### src/rtl/mc_pkg.sv
package mc_pkg;

    typedef enum logic [0:0] {
        ST_PRIME  = 1'b0,
        ST_STREAM = 1'b1
    } fill_state_t;

    localparam int TAPS      = 4;
    localparam int COEF_FRAC = 12;
    localparam int COEF_W    = COEF_FRAC + 3;

    // symmetric half-sample base filter (outer, inner pair)
    localparam int K_BASE_OUT  = -((1 << COEF_FRAC) / 16);
    localparam int K_BASE_IN   = (9 << COEF_FRAC) / 16;
    // antisymmetric slope against the delay word
    localparam int K_SLOPE_OUT = ((1 << COEF_FRAC) + 12) / 24;
    localparam int K_SLOPE_IN  = -((9 << COEF_FRAC) / 8);

endpackage

### src/rtl/mc_gain_stage.sv
module mc_gain_stage #(
    parameter int SAMP_W    = 14,
    parameter int GAIN_W    = 16,
    parameter int GAIN_FRAC = 14,
    parameter int DLY_W     = 8
) (
    input  logic                     clk,
    input  logic                     rst_n,
    input  logic                     in_valid,
    input  logic signed [SAMP_W-1:0] ch_in,
    input  logic signed [SAMP_W-1:0] ref_in,
    input  logic        [GAIN_W-1:0] gain_in,
    input  logic signed [DLY_W-1:0]  dly_in,
    output logic                     g_valid,
    output logic signed [SAMP_W-1:0] g_samp,
    output logic signed [SAMP_W-1:0] g_ref,
    output logic signed [DLY_W-1:0]  g_dly
);

    localparam int PW = SAMP_W + GAIN_W + 1;
    localparam logic signed [PW-1:0] P_MAX  = PW'((2 ** (SAMP_W - 1)) - 1);
    localparam logic signed [PW-1:0] P_MIN  = -P_MAX - 1;
    localparam logic signed [PW-1:0] P_HALF = PW'(2 ** (GAIN_FRAC - 1));
    localparam logic [GAIN_W-1:0]    UNITY  = GAIN_W'(2 ** GAIN_FRAC);

    // shadow registers: loaded only on a sample boundary
    logic                     a_valid;
    logic signed [SAMP_W-1:0] ch_sh;
    logic signed [SAMP_W-1:0] ref_sh;
    logic        [GAIN_W-1:0] gain_sh;
    logic signed [DLY_W-1:0]  dly_sh;

    always_ff @(posedge clk or negedge rst_n) begin
        if (!rst_n) begin
            a_valid <= 1'b0;
            ch_sh   <= '0;
            ref_sh  <= '0;
            gain_sh <= '0;
            dly_sh  <= '0;
        end else begin
            a_valid <= in_valid;
            if (in_valid) begin
                ch_sh   <= ch_in;
                ref_sh  <= ref_in;
                gain_sh <= gain_in;
                dly_sh  <= dly_in;
            end
        end
    end

    logic signed [PW-1:0]     prod_w;
    logic signed [PW-1:0]     rnd_w;
    logic signed [PW-1:0]     shf_w;
    logic signed [SAMP_W-1:0] sat_w;

    always_comb begin
        prod_w = ch_sh * $signed({1'b0, gain_sh});
        rnd_w  = prod_w + P_HALF;
        shf_w  = rnd_w >>> GAIN_FRAC;
        if (shf_w > P_MAX) begin
            sat_w = P_MAX[SAMP_W-1:0];
        end else if (shf_w < P_MIN) begin
            sat_w = P_MIN[SAMP_W-1:0];
        end else begin
            sat_w = shf_w[SAMP_W-1:0];
        end
    end

    always_ff @(posedge clk or negedge rst_n) begin
        if (!rst_n) begin
            g_valid <= 1'b0;
            g_samp  <= '0;
            g_ref   <= '0;
            g_dly   <= '0;
        end else begin
            g_valid <= a_valid;
            if (a_valid) begin
                g_samp <= sat_w;
                g_ref  <= ref_sh;
                g_dly  <= dly_sh;
            end
        end
    end


    shadow_hold_chk: assert property (@(posedge clk) disable iff (!rst_n)
        !in_valid |=> ($stable(gain_sh) && $stable(dly_sh)));


    unity_pass_chk: assert property (@(posedge clk) disable iff (!rst_n)
        (a_valid && gain_sh == UNITY) |=> (g_samp == $past(ch_sh)));

endmodule

### src/rtl/mc_frac_delay.sv
module mc_frac_delay
    import mc_pkg::*;
#(
    parameter int SAMP_W = 14,
    parameter int DLY_W  = 8
) (
    input  logic                     clk,
    input  logic                     rst_n,
    input  logic                     shift_en,
    input  logic                     emit_in,
    input  logic signed [SAMP_W-1:0] samp_in,
    input  logic signed [DLY_W-1:0]  dly_in,
    output logic                     y_valid,
    output logic signed [SAMP_W-1:0] y_out
);

    localparam int SW1   = SAMP_W + 1;
    localparam int PRD_W = SAMP_W + COEF_W + 2;
    localparam int ACC_W = PRD_W + DLY_W + 1;
    localparam int SHIFT = COEF_FRAC + DLY_W;

    localparam logic signed [COEF_W-1:0] KBO = COEF_W'(K_BASE_OUT);
    localparam logic signed [COEF_W-1:0] KBI = COEF_W'(K_BASE_IN);
    localparam logic signed [COEF_W-1:0] KSO = COEF_W'(K_SLOPE_OUT);
    localparam logic signed [COEF_W-1:0] KSI = COEF_W'(K_SLOPE_IN);

    localparam logic signed [ACC_W-1:0] A_MAX  = ACC_W'((2 ** (SAMP_W - 1)) - 1);
    localparam logic signed [ACC_W-1:0] A_MIN  = -A_MAX - 1;
    localparam logic signed [ACC_W-1:0] A_HALF = ACC_W'(1) <<< (SHIFT - 1);

    // stage C: tap line, index 0 newest
    logic signed [SAMP_W-1:0] tap_q [TAPS];
    logic signed [DLY_W-1:0]  dly_c;
    logic                     emit_c;

    always_ff @(posedge clk or negedge rst_n) begin
        if (!rst_n) begin
            for (int i = 0; i < TAPS; i++) tap_q[i] <= '0;
            dly_c  <= '0;
            emit_c <= 1'b0;
        end else begin
            emit_c <= shift_en & emit_in;
            if (shift_en) begin
                tap_q[0] <= samp_in;
                for (int i = 1; i < TAPS; i++) tap_q[i] <= tap_q[i-1];
                dly_c <= dly_in;
            end
        end
    end

    // folded symmetric / antisymmetric pairs
    logic signed [SW1-1:0]   sum_o, sum_i, dif_o, dif_i;
    logic signed [PRD_W-1:0] base_w, slope_w;

    always_comb begin
        sum_o   = tap_q[0] + tap_q[TAPS-1];
        sum_i   = tap_q[1] + tap_q[TAPS-2];
        dif_o   = tap_q[0] - tap_q[TAPS-1];
        dif_i   = tap_q[1] - tap_q[TAPS-2];
        base_w  = KBO * sum_o + KBI * sum_i;
        slope_w = KSO * dif_o + KSI * dif_i;
    end

    // stage D
    logic signed [PRD_W-1:0] base_d, slope_d;
    logic signed [DLY_W-1:0] dly_d;
    logic                    v_d;

    always_ff @(posedge clk or negedge rst_n) begin
        if (!rst_n) begin
            base_d  <= '0;
            slope_d <= '0;
            dly_d   <= '0;
            v_d     <= 1'b0;
        end else begin
            base_d  <= base_w;
            slope_d <= slope_w;
            dly_d   <= dly_c;
            v_d     <= emit_c;
        end
    end

    // stage E: Farrow combine, round, clamp
    logic signed [ACC_W-1:0]  base_x, acc_w, rnd_w, shf_w;
    logic signed [SAMP_W-1:0] sat_w;

    always_comb begin
        base_x = base_d;
        acc_w  = (base_x <<< DLY_W) + slope_d * dly_d;
        rnd_w  = acc_w + A_HALF;
        shf_w  = rnd_w >>> SHIFT;
        if (shf_w > A_MAX) begin
            sat_w = A_MAX[SAMP_W-1:0];
        end else if (shf_w < A_MIN) begin
            sat_w = A_MIN[SAMP_W-1:0];
        end else begin
            sat_w = shf_w[SAMP_W-1:0];
        end
    end

    always_ff @(posedge clk or negedge rst_n) begin
        if (!rst_n) begin
            y_valid <= 1'b0;
            y_out   <= '0;
        end else begin
            y_valid <= v_d;
            if (v_d) y_out <= sat_w;
        end
    end

    for (genvar g = 0; g < TAPS; g++) begin : g_tap_chk

        tap_hold_chk: assert property (@(posedge clk) disable iff (!rst_n)
            !shift_en |=> $stable(tap_q[g]));
    end

endmodule

### src/rtl/mc_ref_align.sv
module mc_ref_align #(
    parameter int SAMP_W = 14,
    parameter int LAG    = 1
) (
    input  logic                     clk,
    input  logic                     rst_n,
    input  logic                     shift_en,
    input  logic                     emit_in,
    input  logic signed [SAMP_W-1:0] ref_in,
    output logic signed [SAMP_W-1:0] ref_out
);

    localparam int DEPTH = LAG + 1;

    logic signed [SAMP_W-1:0] line_q [DEPTH];
    logic signed [SAMP_W-1:0] ref_d;
    logic                     emit_c, v_d;

    always_ff @(posedge clk or negedge rst_n) begin
        if (!rst_n) begin
            for (int i = 0; i < DEPTH; i++) line_q[i] <= '0;
            emit_c  <= 1'b0;
            v_d     <= 1'b0;
            ref_d   <= '0;
            ref_out <= '0;
        end else begin
            emit_c <= shift_en & emit_in;
            if (shift_en) begin
                line_q[0] <= ref_in;
                for (int i = 1; i < DEPTH; i++) line_q[i] <= line_q[i-1];
            end
            ref_d <= line_q[LAG];
            v_d   <= emit_c;
            if (v_d) ref_out <= ref_d;
        end
    end

endmodule

### src/rtl/mismatch_corrector.sv
module mismatch_corrector
    import mc_pkg::*;
#(
    parameter int SAMP_W    = 14,
    parameter int GAIN_W    = 16,
    parameter int GAIN_FRAC = 14,
    parameter int DLY_W     = 8,
    parameter int REF_LAG   = 1
) (
    input  logic                     clk,
    input  logic                     rst_n,
    input  logic                     in_valid,
    input  logic signed [SAMP_W-1:0] ch_samp,
    input  logic signed [SAMP_W-1:0] ref_samp,
    input  logic        [GAIN_W-1:0] gain_word,
    input  logic signed [DLY_W-1:0]  dly_word,
    output logic                     out_valid,
    output logic signed [SAMP_W-1:0] out_ch,
    output logic signed [SAMP_W-1:0] out_ref
);

    localparam int CNT_W = $clog2(TAPS);

    logic                     g_valid;
    logic signed [SAMP_W-1:0] g_samp, g_ref;
    logic signed [DLY_W-1:0]  g_dly;

    mc_gain_stage #(
        .SAMP_W(SAMP_W), .GAIN_W(GAIN_W), .GAIN_FRAC(GAIN_FRAC), .DLY_W(DLY_W)
    ) u_gain (
        .clk(clk), .rst_n(rst_n), .in_valid(in_valid),
        .ch_in(ch_samp), .ref_in(ref_samp), .gain_in(gain_word), .dly_in(dly_word),
        .g_valid(g_valid), .g_samp(g_samp), .g_ref(g_ref), .g_dly(g_dly)
    );

    // fill controller
    fill_state_t      state_q, state_n;
    logic [CNT_W-1:0] fill_q;
    logic             emit;

    always_comb begin
        state_n = state_q;
        unique case (state_q)
            ST_PRIME:  if (g_valid && fill_q == CNT_W'(TAPS - 1)) state_n = ST_STREAM;
            ST_STREAM: state_n = ST_STREAM;
        endcase
    end

    always_ff @(posedge clk or negedge rst_n) begin
        if (!rst_n) begin
            state_q <= ST_PRIME;
            fill_q  <= '0;
        end else begin
            state_q <= state_n;
            if (state_q == ST_PRIME && g_valid && fill_q != CNT_W'(TAPS - 1))
                fill_q <= fill_q + 1'b1;
        end
    end

    always_comb begin
        unique case (state_q)
            ST_PRIME:  emit = (fill_q == CNT_W'(TAPS - 1));
            ST_STREAM: emit = 1'b1;
        endcase
    end

    mc_frac_delay #(
        .SAMP_W(SAMP_W), .DLY_W(DLY_W)
    ) u_fir (
        .clk(clk), .rst_n(rst_n), .shift_en(g_valid), .emit_in(emit),
        .samp_in(g_samp), .dly_in(g_dly),
        .y_valid(out_valid), .y_out(out_ch)
    );

    mc_ref_align #(
        .SAMP_W(SAMP_W), .LAG(REF_LAG)
    ) u_ref (
        .clk(clk), .rst_n(rst_n), .shift_en(g_valid), .emit_in(emit),
        .ref_in(g_ref), .ref_out(out_ref)
    );


    latency_chk: assert property (@(posedge clk) disable iff (!rst_n)
        out_valid |-> $past(in_valid, 5));


    stream_sticky_chk: assert property (@(posedge clk) disable iff (!rst_n)
        state_q == ST_STREAM |=> state_q == ST_STREAM);


    prime_quiet_chk: assert property (@(posedge clk) disable iff (!rst_n)
        out_valid |-> state_q == ST_STREAM);

endmodule

### config.mk
export PLATFORM = sky130hd
export DESIGN_NAME = mismatch_corrector
export DESIGN_NICKNAME = d
export VERILOG_FILES = /design/src/rtl/mc_pkg.sv /design/src/rtl/mc_gain_stage.sv /design/src/rtl/mc_frac_delay.sv /design/src/rtl/mc_ref_align.sv /design/src/rtl/mismatch_corrector.sv
export SDC_FILE = /design/constraint.sdc
export NUM_CORES = 2
export LEC_CHECK = 0
export BUFFER_PORTS_ARGS = -buffer_cell sky130_fd_sc_hd__buf_2
export CORE_ASPECT_RATIO = 1.5
export CORE_MARGIN = 8
export CORE_UTILIZATION = 47
export CTS_BUF_LIST = sky130_fd_sc_hd__clkbuf_8 sky130_fd_sc_hd__clkbuf_16
export CTS_CLUSTER_SIZE = 12
export DETAILED_ROUTE_END_ITERATION = 16
export SYNTH_ARGS = -nofsm -noshare
export SYNTH_HDL_FRONTEND = slang
export SYNTH_SLANG_ARGS = --single-unit
### constraint.sdc
create_clock -name clk -period 8.95 [get_ports clk]
set_input_delay 0.895 -clock clk [delete_from_list [all_inputs] [get_ports clk]]
set_output_delay 0.895 -clock clk [all_outputs]
set_load 0.02 [all_outputs]
# Word level (Yosys, flattened, before mapping)
# Cells that the tools add are included.
[word_totals] inputBits=55 n_memories=0 mem_bits_rw=0 romBits=0 latchBits=0 register_bits=300
[op_classes] n_addsub=11 n_mux=7 mul=5 shift=0 bitwise_logic=2 n_eq_ne=2 reduce_logical=3 magnitude_cmp=4 div=0
[op_table] operator="adder 31 bit" n=2
[op_table] operator="two-way mux 14 bit" n=4
[op_table] operator="adder 39 x 39 -> 40 bit" n=1
[op_table] operator="adder 40 x 21 -> 40 bit, second input constant" n=1
[op_table] operator="multiplier 5 x 15 -> 20 bit, first input constant" n=2
[op_table] operator="multiplier 31 x 8 -> 39 bit" n=1
[op_table] operator="adder 31 x 15 -> 31 bit, second input constant" n=1
[op_table] operator="multiplier 14 x 17 -> 31 bit" n=1
[op_table] operator="adder 14 x 14 -> 15 bit" n=2
[op_table] operator="subtractor 14 x 14 -> 15 bit" n=2
[op_table] operator="multiplier 9 x 15 -> 24 bit, first input constant" n=1
[op_table] operator="negator 15 -> 23 bit" n=1
[op_table] operator="greater-than comparator 20 x 14 -> 1 bit, second input constant" n=1
[op_table] operator="< comparator 20 x 14 -> 1 bit, second input constant" n=1
[op_table] operator="greater-than comparator 17 x 14 -> 1 bit, second input constant" n=1
[op_table] operator="< comparator 17 x 14 -> 1 bit, second input constant" n=1
[op_table] operator="one-hot mux 1 bit (2 select lines)" n=2
[op_table] operator="logical AND 1 bit" n=3
[op_table] operator="adder 2 x 1 -> 2 bit, second input constant" n=1
[op_table] operator="== test 2 bit, second input constant" n=1
[op_table] operator="!= test 2 bit, second input constant" n=1
[op_table] operator="AND 1 bit" n=1
[op_table] operator="two-way mux 1 bit" n=1
[op_table] operator="NOT 1 bit" n=1

# Logic depth before layout (Yosys ltp)
[logic_depth] ltp_word=6 mapped_depth=38

# Modules after synthesis
# A second synthesis with hierarchy kept.
[unflattened] hier_cells=3504 area_unflattened_um2=35492.8
[modules_own_cells] mod="mc_frac_delay" area_per_inst_um2=22188.8 instances=1 cells_per_inst=2300
[modules_own_cells] mod="mc_gain_stage" area_per_inst_um2=11167.0 instances=1 cells_per_inst=1090
[modules_own_cells] mod="mc_ref_align" area_per_inst_um2=2003.2 instances=1 cells_per_inst=105
[modules_own_cells] mod="mismatch_corrector" area_per_inst_um2=133.9 instances=1 cells_per_inst=9

# Least setup slack after synthesis
# OpenSTA, ideal clock, no wires.
[synth_timing] kind="flip-flop to flip-flop" from="register u_fir.tap_q[0] (netlist name)" to="register u_fir.slope_d[27]" setup_ps=87 synth_period_minus_slack_ps=7486 path_slack_ps=1464 path_stages_with_launch=35 t_required_ps=8863 arrival_time_ps=7400 path_buffers=0 path_cell_list="dfrtp_1 > ha_1 > fa_1 > o21ba_2 > o211ai_1 > a21oi_1 > o221ai_1 > nand2_1 > xnor2_1 > inv_1 > ha_1 > inv_1 > fa_1 > inv_1 > fa_1 > inv_1 > fa_1 > inv_1 > ha_1 > and2_1 > a22o_1 > a311o_1 > nor2_1 > o21bai_1 > a21oi_1 > xnor2_1 > ha_1 > nand3_1 > a21oi_1 > a2111oi_0 > o31ai_1 > nand3_1 > mux2_2 > and2_1 > o211ai_1"
[synth_between] elab_chain_cells=3
[synth_rtl] element="start, declared" line="mc_frac_delay.sv:32" text="logic signed [SAMP_W-1:0] tap_q [TAPS];"
[synth_rtl] element="subtractor 14 x 14 -> 15 bit" line="mc_frac_delay.sv:58" text="dif_o = tap_q[0] - tap_q[TAPS-1];"
[synth_rtl] element="multiplier 9 x 15 -> 24 bit" line="mc_frac_delay.sv:61" text="slope_w = KSO * dif_o + KSI * dif_i;"
[synth_rtl] element="adder 31 bit" line="mc_frac_delay.sv:61"
[synth_rtl] element="via u_fir.slope_w[27]" line="mc_frac_delay.sv:53" text="logic signed [PRD_W-1:0] base_w, slope_w;"
[synth_rtl] element="end signal, assigned" line="mc_frac_delay.sv:77" text="slope_d <= slope_w;"
[synth_rtl] element="end, declared" line="mc_frac_delay.sv:65" text="logic signed [PRD_W-1:0] base_d, slope_d;"
# The timed path passes the listed nets, and every way through them passes these cells.
# A chain may end at the register's enable or synchronous reset.

# Final worst setup path
[layout_timing] from="register u_fir.tap_q[1] (netlist name)" to="register u_fir.slope_d[27]"
# The elaborated chain is that of the path after synthesis.

==> flow_metrics.tcl <==
set metrics [dict create \
    run_status "finished, final reports clean" \
    worstPathArrival_ps 8820 \
    numPortBuffers 83 \
    reg2reg_depth 37 \
    drt-total-wl_um 75400 \
    coreArea_um2 74900 \
    drtIter0Drc 727 \
    yosysTopAreaCell "fa_1" \
    dpl.hpwl_um 63100 \
    fp.dieW_um 241 \
    relSlewSlack 0.267 \
    cts_hold_buf 0 \
    post-route-min-period_ps 8340 \
    nets 4602 \
    fillCellCount 7023 \
    cts_tree "built" \
    ys_ff_latch 292 \
    gp_congestion 0.859 \
    avgSynthCellArea_um2 9.98 \
    drtAntennaViolNets 0 \
    htreeDepth 2 \
    fp-row-count 123 \
    worst-r2r-setup-slack_ps 610 \
    clkSinkCount 292 \
    netlist_top_cells_area "fa_1 (26%), dfrtp_1 (21%), ha_1 (17%)" \
    grt_usage 0.184 \
    initial_core_util 0.475 \
    tightest_slew_ps 1100 \
    syn-num-nets 4556 \
    synthTopCellsByCount "inv_1 (632), ha_1 (473), fa_1 (459)" \
    fp.dieH_um 353 \
    yosysSeqAreaShare 0.205 \
    area_growth_pct 7.38 \
    r2r_start "u_fir.tap_q[1]" \
    synth_top_area_share 0.258 \
    clkTransAtPathRegs_ps 60 \
    max_stage_delay_ps 520 \
    io_pins 84 \
    startpoint_type "flop" \
    tns_ps 0 \
    clk_latency_ps 570 \
    yosysWarnings 0 \
    synth_cell_types 79 \
    drive_gt1_frac 0.0905 \
    path_buf_inv 5 \
    syn_area_um2 35600 \
    finalCritPeriodShare 0.932 \
    rsz0062_at_grt "no" \
    worstSetupEndpointType "flop" \
    cp.required_ps 9430 \
    cp_common_cell "a21oi_1" \
    grt_remaining_overflow 0 \
    critPathSlowestCell "fa_1" \
    fin_worst_skew_ps 29.5 \
    yosysMostFrequentCell "inv_1" \
    reg2reg_to "u_fir.slope_d[27]" \
    antenna-diode-count 0 \
    synth_edf_count 0 \
    max_freq_mhz 120 \
    finalHoldViolCount 0 \
    setup_violations 0 \
    dieArea_um2 85000 \
    grt_max_degree 102 \
    grt_pass1_wl_um 129000 \
    viasPerCell 5.16 \
    dp_slack_ps 364 \
    crit_fanout 6 \
    drt_pass1_iterations 5 \
    fin_ws_ps 609 \
    wl_per_cell_um 16.3 \
    clockRootBuffer "clkbuf_16" \
    num_vias 23900 \
    final-max-slew-violation-count 0 \
    async_flop_share 1.00 \
    grt_pass1_vias 26300 \
    syn_inst 3569 \
    criticalPathCategory "reg -> reg" \
    drc_errors 0 \
    synthFlopType "dfrtp_1" \
    maxCapViolations 0 \
    hold_path.class "in -> async" \
    cts_resized 0 \
    cts_buffer_depth 3 \
    antenna_found_initial 0 \
    crit_family "compound AO/OA/AOI/OAI gates" \
    post_cts_buffers 0 \
    cts_inserted_buffers 34 \
]
[cell usage in the layout (no fill, tap or decap), types with 7 or more instances in the layout]
cell type	count
inv_1	636
and2_1	284
a21oi_1	114
nor2_1	130
a21o_1	39
nand2b_1	25
a221o_1	12
clkbuf_8	10
a211oi_1	13
nand4_1	14
or2_2	11
nor3b_1	8
a21boi_0	9
buf_2	82
dfrtp_1	290
o21a_1	19
nand2_1	244
o22ai_1	14
or3_1	14
o21ai_0	118
nor3_1	30
o211ai_1	12
ha_1	473
clkbuf_16	34
o31ai_1	9
xnor2_1	106
nand3_1	26
and3_1	17
o21bai_1	17
xor2_1	54
buf_4	21
fa_1	459
nor2b_1	29
mux2_2	142
a31oi_1	7
[worst register-to-register path: cells and delay by family (launching register included)]
family | cells | cell delay (ps)
xor gates and xnor gates | 1 | 90
DFF | 1 | 400
and+or+nand+nor | 6 | 970
AOI/OAI and AO/OA | 17 | 3390
adders and majority gates | 7 | 2840
buffers and inverters | 5 | 270
muxes | 1 | 320
[metal layers]
metal,wire [µm],up-vias,GRT usage
met4,2480,0,0.0619
li1,-,11600,-
met1,30600,12000,0.210
met2,40500,254,0.348
met3,1860,117,0.0211
met5,0,-,0
[how the worst max path moves through the flow]
stage	from	end	slack, ps	cells past startpoint
6_report	u_fir.tap_q[1]	u_fir.slope_d[27]	610	37
3_3_place_gp	u_fir.tap_q[42]	u_fir.slope_d[27]	520	34
5_1_grt	u_fir.tap_q[1]	u_fir.slope_d[30]	30	36
3_5_place_dp	u_fir.tap_q[42]	u_fir.slope_d[27]	360	35
4_1_cts	u_fir.tap_q[42]	u_fir.slope_d[27]	330	35
2_1_floorplan	u_fir.tap_q[0]	u_fir.slope_d[27]	1460	34
[layout make-up]
type | count | area (µm²) | area share
clock inverter | 13 | 153 | 0.00399
sequential | 292 | 7310 | 0.191
tap | 1000 | 1250 | 0.0327
multi-input combinational | 2550 | 25600 | 0.669
timing repair buffer | 104 | 583 | 0.0152
inverter | 633 | 2380 | 0.0621
clock buffer | 44 | 988 | 0.0259
[registers in the layout (all words and copies together) (netlist names), 2 cells and up]
name            count
u_fir.slope_d      31
u_gain.ch_sh       14
u_gain.g_dly        8
u_ref.ref_out      14
u_gain.ref_sh      14
u_fir.y_out        14
u_ref.ref_d        14
u_gain.g_ref       14
u_fir.base_d       23
u_gain.gain_sh     16
u_ref.line_q       28
fill_q              2
u_fir.dly_d         8
u_fir.tap_q        56
u_fir.dly_c         8
u_gain.dly_sh       8
u_gain.g_samp      14
[logic make-up after synthesis]
group | Yosys count | synth area share
compound gates | 459 | 0.0844
xor+xnor | 164 | 0.0413
fa+ha+maj | 932 | 0.424
buf+inv | 727 | 0.0769
flops | 292 | 0.205
mux | 143 | 0.0452
simple gates | 852 | 0.123
[metrics by stage]
stage / utilization / area [µm²] / instances / hold slack [ps]
2_1_floorplan: - / 35600 / 3569 / 331
3_3_place_gp: 0.495 / 37100 / 4579 / 336
3_5_place_dp: 0.495 / 37100 / 4579 / 346
4_1_cts: 0.510 / 38200 / 4636 / 317
5_1_grt: 0.510 / 38200 / 4636 / 353
6_report: 0.510 / 38200 / 4636 / 312
Power is not shown: default switching activity piles up to over one toggle a cycle in this logic, so the estimate is an artifact.
